--- src/rtl/bxs_pkg.sv ---
package bxs_pkg;
  localparam int BYTE_W = 8;
  localparam int WORD_W = 2 * BYTE_W;

  typedef enum logic {
    DIR_TX = 1'b0,
    DIR_RX = 1'b1
  } xfer_dir_e;

  typedef enum logic {
    HALF_LO = 1'b0,
    HALF_HI = 1'b1
  } half_e;
endpackage

--- src/rtl/bxs_counters.sv ---
module bxs_counters #(
  parameter int LEN_W = 11,
  localparam int CNT_W = LEN_W + 1
) (
  input  logic             clk,
  input  logic             rst_n,
  input  logic             len_wr,
  input  logic [LEN_W-1:0] len_val,
  input  logic             cnt_wr,
  input  logic [LEN_W-1:0] cnt_val,
  input  logic             step,
  output logic [CNT_W-1:0] byte_left,
  output logic [CNT_W-1:0] blk_left,
  output logic             byte_last,
  output logic             xfer_end
);
  logic [CNT_W-1:0] len_q, len_n;
  logic [CNT_W-1:0] num_q, num_n;
  logic [CNT_W-1:0] byte_q, byte_n;
  logic [CNT_W-1:0] blk_q, blk_n;
  logic             blk_end;
  logic             upd_en;
  logic [CNT_W-1:0] len_new, num_new;

  assign len_new   = {1'b0, len_val} + CNT_W'(1);
  assign num_new   = {1'b0, cnt_val} + CNT_W'(1);
  assign byte_last = (byte_q == CNT_W'(1));
  assign blk_end   = step & byte_last;
  assign xfer_end  = blk_end & (blk_q == CNT_W'(1));
  assign upd_en    = step | len_wr | cnt_wr;

  always_comb begin
    len_n  = len_q;
    num_n  = num_q;
    byte_n = byte_q;
    blk_n  = blk_q;
    if (step) begin
      if (blk_end) begin
        byte_n = len_q;
        blk_n  = xfer_end ? num_q : blk_q - CNT_W'(1);
      end else begin
        byte_n = byte_q - CNT_W'(1);
      end
    end
    if (len_wr) begin
      len_n  = len_new;
      byte_n = len_new;
    end
    if (cnt_wr) begin
      num_n  = num_new;
      blk_n  = num_new;
      byte_n = len_wr ? len_new : len_q;
    end
  end

  always_ff @(posedge clk or negedge rst_n) begin
    if (!rst_n) begin
      len_q  <= '0;
      num_q  <= '0;
      byte_q <= '0;
      blk_q  <= '0;
    end else if (upd_en) begin
      len_q  <= len_n;
      num_q  <= num_n;
      byte_q <= byte_n;
      blk_q  <= blk_n;
    end
  end

  assign byte_left = byte_q;
  assign blk_left  = blk_q;
endmodule

--- src/rtl/bxs_rx_pack.sv ---
module bxs_rx_pack
  import bxs_pkg::*;
#(
  parameter int FILL_W = 6,
  parameter int LVL_W  = 5
) (
  input  logic              clk,
  input  logic              rst_n,
  input  logic              en,
  input  logic [FILL_W-1:0] fill,
  input  logic [LVL_W-1:0]  af_lvl,
  input  logic              in_valid,
  input  logic [BYTE_W-1:0] in_data,
  input  logic              byte_last,
  output logic              in_ready,
  output logic              step,
  output logic              push,
  output logic [WORD_W-1:0] push_data
);
  half_e             half_q, half_n;
  logic [BYTE_W-1:0] lo_q, lo_n;
  logic              room;

  assign room      = (fill <= FILL_W'(af_lvl));
  assign in_ready  = en & ((half_q == HALF_HI) | room);
  assign step      = in_valid & in_ready;
  assign push      = step & ((half_q == HALF_HI) | byte_last);
  assign push_data = (half_q == HALF_HI) ? {in_data, lo_q} : {{BYTE_W{1'b0}}, in_data};

  always_comb begin
    half_n = half_q;
    lo_n   = lo_q;
    if (!en) begin
      half_n = HALF_LO;
    end else if (step) begin
      if (half_q == HALF_HI) begin
        half_n = HALF_LO;
      end else begin
        lo_n   = in_data;
        half_n = byte_last ? HALF_LO : HALF_HI;
      end
    end
  end

  always_ff @(posedge clk or negedge rst_n) begin
    if (!rst_n) begin
      half_q <= HALF_LO;
      lo_q   <= '0;
    end else begin
      half_q <= half_n;
      lo_q   <= lo_n;
    end
  end
endmodule

--- src/rtl/bxs_tx_unpack.sv ---
module bxs_tx_unpack
  import bxs_pkg::*;
#(
  parameter int FILL_W = 6
) (
  input  logic              clk,
  input  logic              rst_n,
  input  logic              en,
  input  logic [FILL_W-1:0] fill,
  input  logic [WORD_W-1:0] rdata,
  input  logic              out_ready,
  input  logic              byte_last,
  output logic              out_valid,
  output logic [BYTE_W-1:0] out_data,
  output logic              step,
  output logic              pop
);
  half_e half_q, half_n;

  assign out_valid = en & (fill != '0);
  assign out_data  = (half_q == HALF_HI) ? rdata[WORD_W-1:BYTE_W] : rdata[BYTE_W-1:0];
  assign step      = out_valid & out_ready;
  assign pop       = step & ((half_q == HALF_HI) | byte_last);

  always_comb begin
    half_n = half_q;
    if (!en) begin
      half_n = HALF_LO;
    end else if (step) begin
      if (half_q == HALF_HI) half_n = HALF_LO;
      else                   half_n = byte_last ? HALF_LO : HALF_HI;
    end
  end

  always_ff @(posedge clk or negedge rst_n) begin
    if (!rst_n) half_q <= HALF_LO;
    else        half_q <= half_n;
  end
endmodule

--- src/rtl/blk_xfer_seq.sv ---
module blk_xfer_seq
  import bxs_pkg::*;
#(
  parameter int LEN_W     = 11,
  parameter int BUF_DEPTH = 32,
  localparam int CNT_W  = LEN_W + 1,
  localparam int FILL_W = $clog2(BUF_DEPTH + 1),
  localparam int LVL_W  = $clog2(BUF_DEPTH)
) (
  input  logic              clk,
  input  logic              rst_n,
  input  logic              len_wr,
  input  logic [LEN_W-1:0]  len_val,
  input  logic              cnt_wr,
  input  logic [LEN_W-1:0]  cnt_val,
  input  logic              start,
  input  logic              dir_rx,
  input  logic [LVL_W-1:0]  af_level,
  input  logic [FILL_W-1:0] buf_fill,
  output logic              buf_push,
  output logic [WORD_W-1:0] buf_wdata,
  output logic              buf_pop,
  input  logic [WORD_W-1:0] buf_rdata,
  input  logic              crd_in_valid,
  input  logic [BYTE_W-1:0] crd_in_data,
  output logic              crd_in_ready,
  output logic              crd_out_valid,
  output logic [BYTE_W-1:0] crd_out_data,
  input  logic              crd_out_ready,
  output logic [CNT_W-1:0]  byte_left,
  output logic [CNT_W-1:0]  blk_left,
  output logic              busy,
  output logic              done
);
  logic      rst_s1_q, rst_s2_q, rst_int_n;
  logic      busy_q, busy_n;
  logic      done_q, done_n;
  xfer_dir_e dir_q, dir_n;
  logic      ctl_en;
  logic      start_ok;
  logic      rx_en, tx_en;
  logic      rx_step, tx_step, step;
  logic      byte_last, xfer_end;

  // reset: asserted at once, released through two flops
  always_ff @(posedge clk or negedge rst_n) begin
    if (!rst_n) begin
      rst_s1_q <= 1'b0;
      rst_s2_q <= 1'b0;
    end else begin
      rst_s1_q <= 1'b1;
      rst_s2_q <= rst_s1_q;
    end
  end
  assign rst_int_n = rst_s2_q;

  assign start_ok = start & ~busy_q & (byte_left != '0) & (blk_left != '0);
  assign rx_en    = busy_q & (dir_q == DIR_RX);
  assign tx_en    = busy_q & (dir_q == DIR_TX);
  assign step     = rx_step | tx_step;
  assign ctl_en   = start_ok | xfer_end;

  always_comb begin
    busy_n = busy_q;
    done_n = done_q;
    dir_n  = dir_q;
    if (start_ok) begin
      busy_n = 1'b1;
      done_n = 1'b0;
      dir_n  = dir_rx ? DIR_RX : DIR_TX;
    end else if (xfer_end) begin
      busy_n = 1'b0;
      done_n = 1'b1;
    end
  end

  always_ff @(posedge clk or negedge rst_int_n) begin
    if (!rst_int_n) begin
      busy_q <= 1'b0;
      done_q <= 1'b0;
      dir_q  <= DIR_TX;
    end else if (ctl_en) begin
      busy_q <= busy_n;
      done_q <= done_n;
      dir_q  <= dir_n;
    end
  end

  bxs_counters #(.LEN_W(LEN_W)) u_cnt (
    .clk       (clk),
    .rst_n     (rst_int_n),
    .len_wr    (len_wr),
    .len_val   (len_val),
    .cnt_wr    (cnt_wr),
    .cnt_val   (cnt_val),
    .step      (step),
    .byte_left (byte_left),
    .blk_left  (blk_left),
    .byte_last (byte_last),
    .xfer_end  (xfer_end)
  );

  bxs_rx_pack #(.FILL_W(FILL_W), .LVL_W(LVL_W)) u_rx (
    .clk       (clk),
    .rst_n     (rst_int_n),
    .en        (rx_en),
    .fill      (buf_fill),
    .af_lvl    (af_level),
    .in_valid  (crd_in_valid),
    .in_data   (crd_in_data),
    .byte_last (byte_last),
    .in_ready  (crd_in_ready),
    .step      (rx_step),
    .push      (buf_push),
    .push_data (buf_wdata)
  );

  bxs_tx_unpack #(.FILL_W(FILL_W)) u_tx (
    .clk       (clk),
    .rst_n     (rst_int_n),
    .en        (tx_en),
    .fill      (buf_fill),
    .rdata     (buf_rdata),
    .out_ready (crd_out_ready),
    .byte_last (byte_last),
    .out_valid (crd_out_valid),
    .out_data  (crd_out_data),
    .step      (tx_step),
    .pop       (buf_pop)
  );

  assign busy = busy_q;
  assign done = done_q;
endmodule

--- config.mk ---
export PLATFORM = sky130hd
export DESIGN_NAME = blk_xfer_seq
export DESIGN_NICKNAME = d
export VERILOG_FILES = /design/src/rtl/bxs_pkg.sv /design/src/rtl/bxs_counters.sv /design/src/rtl/bxs_rx_pack.sv /design/src/rtl/bxs_tx_unpack.sv /design/src/rtl/blk_xfer_seq.sv
export SDC_FILE = /design/constraint.sdc
export NUM_CORES = 1
export LEC_CHECK = 0
export ABC_AREA = 1
export BUFFER_PORTS_ARGS = -buffer_cell sky130_fd_sc_hd__buf_4
export CORE_ASPECT_RATIO = 0.7
export CORE_MARGIN = 1
export CORE_UTILIZATION = 54
export CTS_CLUSTER_SIZE = 20
export DETAILED_ROUTE_END_ITERATION = 8
export PLACE_DENSITY = 0.92
export SYNTH_ARGS = -nofsm -noshare
export SYNTH_HDL_FRONTEND = slang
export SYNTH_HIERARCHICAL = 1
export SYNTH_SLANG_ARGS = --single-unit
--- constraint.sdc ---
create_clock -name clk -period 2.2 [get_ports clk]
set_input_delay 0.33 -clock clk [delete_from_list [all_inputs] [get_ports clk]]
set_output_delay 0.33 -clock clk [all_outputs]
set_load 0.05 [all_outputs]
==> results.txt <==
worst skew pair latency - 0.33 ns
dpl ws - -0.185 ns
Final Slew Violations - 0
Post-synth ARST share - 100%
TritonCTS Buffers - 9
minimum clock period - 2.10 ns
Tot GR Track Use - 32.9%
WP data arrival - 1.77 ns
FF+latch area - 1580 sq um
GRT overflow - 0
First-pass DRT Iterations - 5
slowest CP cell - dfrtp_1
filler cell count - 566
Syn Inst Count - 730
endpoints failing setup - 0
Mapped Nets - 806
port buffer count - 118
vias per inst - 5.62
first-pass GRT wire length - 23400 um
# rows - 27
fin area - 6210 sq um
Sw Pwr - 1.52 mW
drt initial violations - 653
# DRC - 0
I/O pins - 119
H-tree depth - 3
Worst-Margin Slew - 0.544 ns
max incr delay on CP - 0.50 ns
Fin. Hold Viols - 0
P&R area growth vs syn - 33.1%
# clock sinks - 63
WP depth - 6
Leak - 3.49 nW
die width - 113 um
Startpoint Class - flop
FF-to-FF path depth - 9
Die Ht - 79.8 um
Via Count - 5503
final worst path period share - 95.6%
RePlAce Congestion - 0.971
Cell Pwr Density - 675 nW/um^2
Clock Skew - 0.00603 ns
#FFs+latches synth - 63
RSZ-0062 raised after global routing - false
n_diodes - 0
Layout Nets - 949
internal power - 2.68 mW
Starting Density - 57.6%
Max Fclk - 476 MHz
worst-path cell chain - ha_1 > nand4_1 > nor2_4 > nor2_1 > nor2_1 > buf_4
most used cell, CP - nor2_1
WL/cell - 14.8 um
root buffer cell - clkbuf_16
Max IR drop VDD - 0.410 mV
syn_area_per_cell - 6.39 sq um
Flop pwr share - 33.6%
area of the core - 8110 sq um
Buf/Inv on CP - 1
Placed Area - 5810 sq um
Final Non-Filler Cells - 979
Synth Flop Type - dfrtp_1
CTS max path bufs - 2
pin count of the biggest net entering global routing - 25
Top Family by Delay on Critical Path - flip-flops
synth warn - 6
placed cells - 961
antenna violations before repair - 0
commonest non-fill, non-tap cells in the layout - nand2_1 (249), buf_4 (146), inv_1 (99)
Max FO, Critical Path - 5
Yosys cell types - 41
Multi-input gate area - 2640 sq um
number of flops mapped to enable cells by yosys - 0
Post-DP HPWL - 10600 um
DRT Wirelength - 14500 um
vias in the first global route - 5181
share of cells above drive strength 1 - 23.5%
synthesized cell area - 4670 sq um
setup ws final - 0.0976 ns
critical path type - reg -> out
ANT nets after route - 0
Crit. End Element - primary output
most common cell after layout, fill and taps aside - nand2_1
status - finished, final reports clean
relative slew slack - 63.8%
Hold WC Path Type - reg -> async
combinational cell fraction of total power - 31.4%
Net Sw Frac - 36.2%
CP Data Required Time - 1.87 ns
clock network power share - 34.9%
CTS tree - yes
max_cap viols - 0
DIE AREA - 9020 sq um
R2R Setup Slk - 0.27 ns
Reg clk slew, reported paths - 0.05 ns
sequential fraction of the synthesis area - 33.8%
## kinds of logic after synthesis
| logic type | count (synthesis) | share of synthesized area, % |
|---|---|---|
| AND/OR/NAND/NOR | 458 | 42.4 |
| buffers and inverters | 123 | 10.8 |
| flip-flops | 63 | 33.8 |
| AO/OA/AOI/OAI | 65 | 8.34 |
| adder cells (fa/ha/maj) | 11 | 2.95 |
| other | 1 | 0.0804 |
| XOR/XNOR | 9 | 1.69 |
## flip-flops by register name, summed over array words and instances, names as in the netlist
register / count
rst_s1_q: 1
rst_int_n: 1
u_rx/lo_q: 8
u_tx/half_q: 1
u_cnt/len_q: 12
done: 1
dir_q: 1
u_cnt/byte_left: 12
u_cnt/num_q: 12
u_cnt/blk_left: 12
u_rx/half_q: 1
busy: 1
## stage by stage
| step | power (mW) | utilization [%] | hold slack [ns] | TNS [ns] |
|---|---|---|---|---|
| floorplan | 2.23 | - | 0.0344 | -0.0000326 |
| global placement | 2.66 | 71.7 | 0.112 | -3.13 |
| detailed placement | 2.70 | 71.7 | 0.114 | -3.76 |
| CTS | 4.17 | 75.6 | 0.258 | 0 |
| global route | 4.37 | 76.6 | 0.286 | 0 |
| finish | 4.19 | 76.6 | 0.252 | 0 |
## cell usage after synthesis (6+ instances only)
| cell type | n | area, sq um |
|---|---|---|
| ha_1 | 11 | 138 |
| clkbuf_1 | 7 | 26.3 |
| a21oi_1 | 17 | 85.1 |
| xor2_1 | 6 | 52.6 |
| dfrtp_1 | 63 | 1580 |
| nor3_1 | 7 | 35.0 |
| nand2_1 | 251 | 942 |
| nand3_1 | 54 | 270 |
| nand3_2 | 8 | 80.1 |
| inv_1 | 100 | 375 |
| nand4_1 | 23 | 144 |
| o21ai_0 | 23 | 115 |
| nor2_1 | 93 | 349 |
## layout make-up
cell class	instances	area share [%]
multi-input cells	544	42.6
flip-flops and latches	63	25.4
repair buffers	150	18.5
inverters	105	6.51
clock buffers	13	4.35
well taps	101	2.04
clock inverters	3	0.645
## final timing paths
| path | from | endpoint |
|---|---|---|
| max in group asynchronous | rst_int_n$_DFF_PN0_ | u_cnt/num_q[8]$_DFFE_PN0P_ |
| min in group clk | dir_rx | dir_q$_DFFE_PN0P_ |
| max | u_cnt/byte_left[0]$_DFFE_PN0P_ | buf_push |
| min | rst_int_n$_DFF_PN0_ | u_cnt/len_q[7]$_DFFE_PN0P_ |
| min reg2reg | rst_int_n$_DFF_PN0_ | u_cnt/len_q[7]$_DFFE_PN0P_ |
| max reg2reg | u_cnt/blk_left[1]$_DFFE_PN0P_ | u_cnt/blk_left[0]$_DFFE_PN0P_ |
## layer usage
metal | vias to the layer above | wire (um) | track usage [%]
met5 | - | 0 | 0
met4 | 0 | 320 | 13.8
met3 | 39 | 1700 | 7.74
met2 | 380 | 6460 | 54.4
met1 | 2492 | 5980 | 41.8
li1 | 2592 | - | -
## power groups by stage
stage                     Clock, mW  Sequential, mW  Combinational, mW
after global placement            0            1.42               1.24
after global routing           1.52            1.43               1.42
after CTS                      1.48            1.41               1.29
after floorplan                   0            1.60              0.630
after detailed placement          0            1.42               1.27
final                          1.46            1.41               1.32
## repair_timing
item                                    CTS  global route
resized for setup                         1            18
endpoints found under the setup margin    2            27
pin swaps                                 0             2
endpoints found under the hold margin     2             0
cloned                                    0             0
hold buffers                              1             0
setup buffers                             0             1
(Power assumes the default switching activity.)
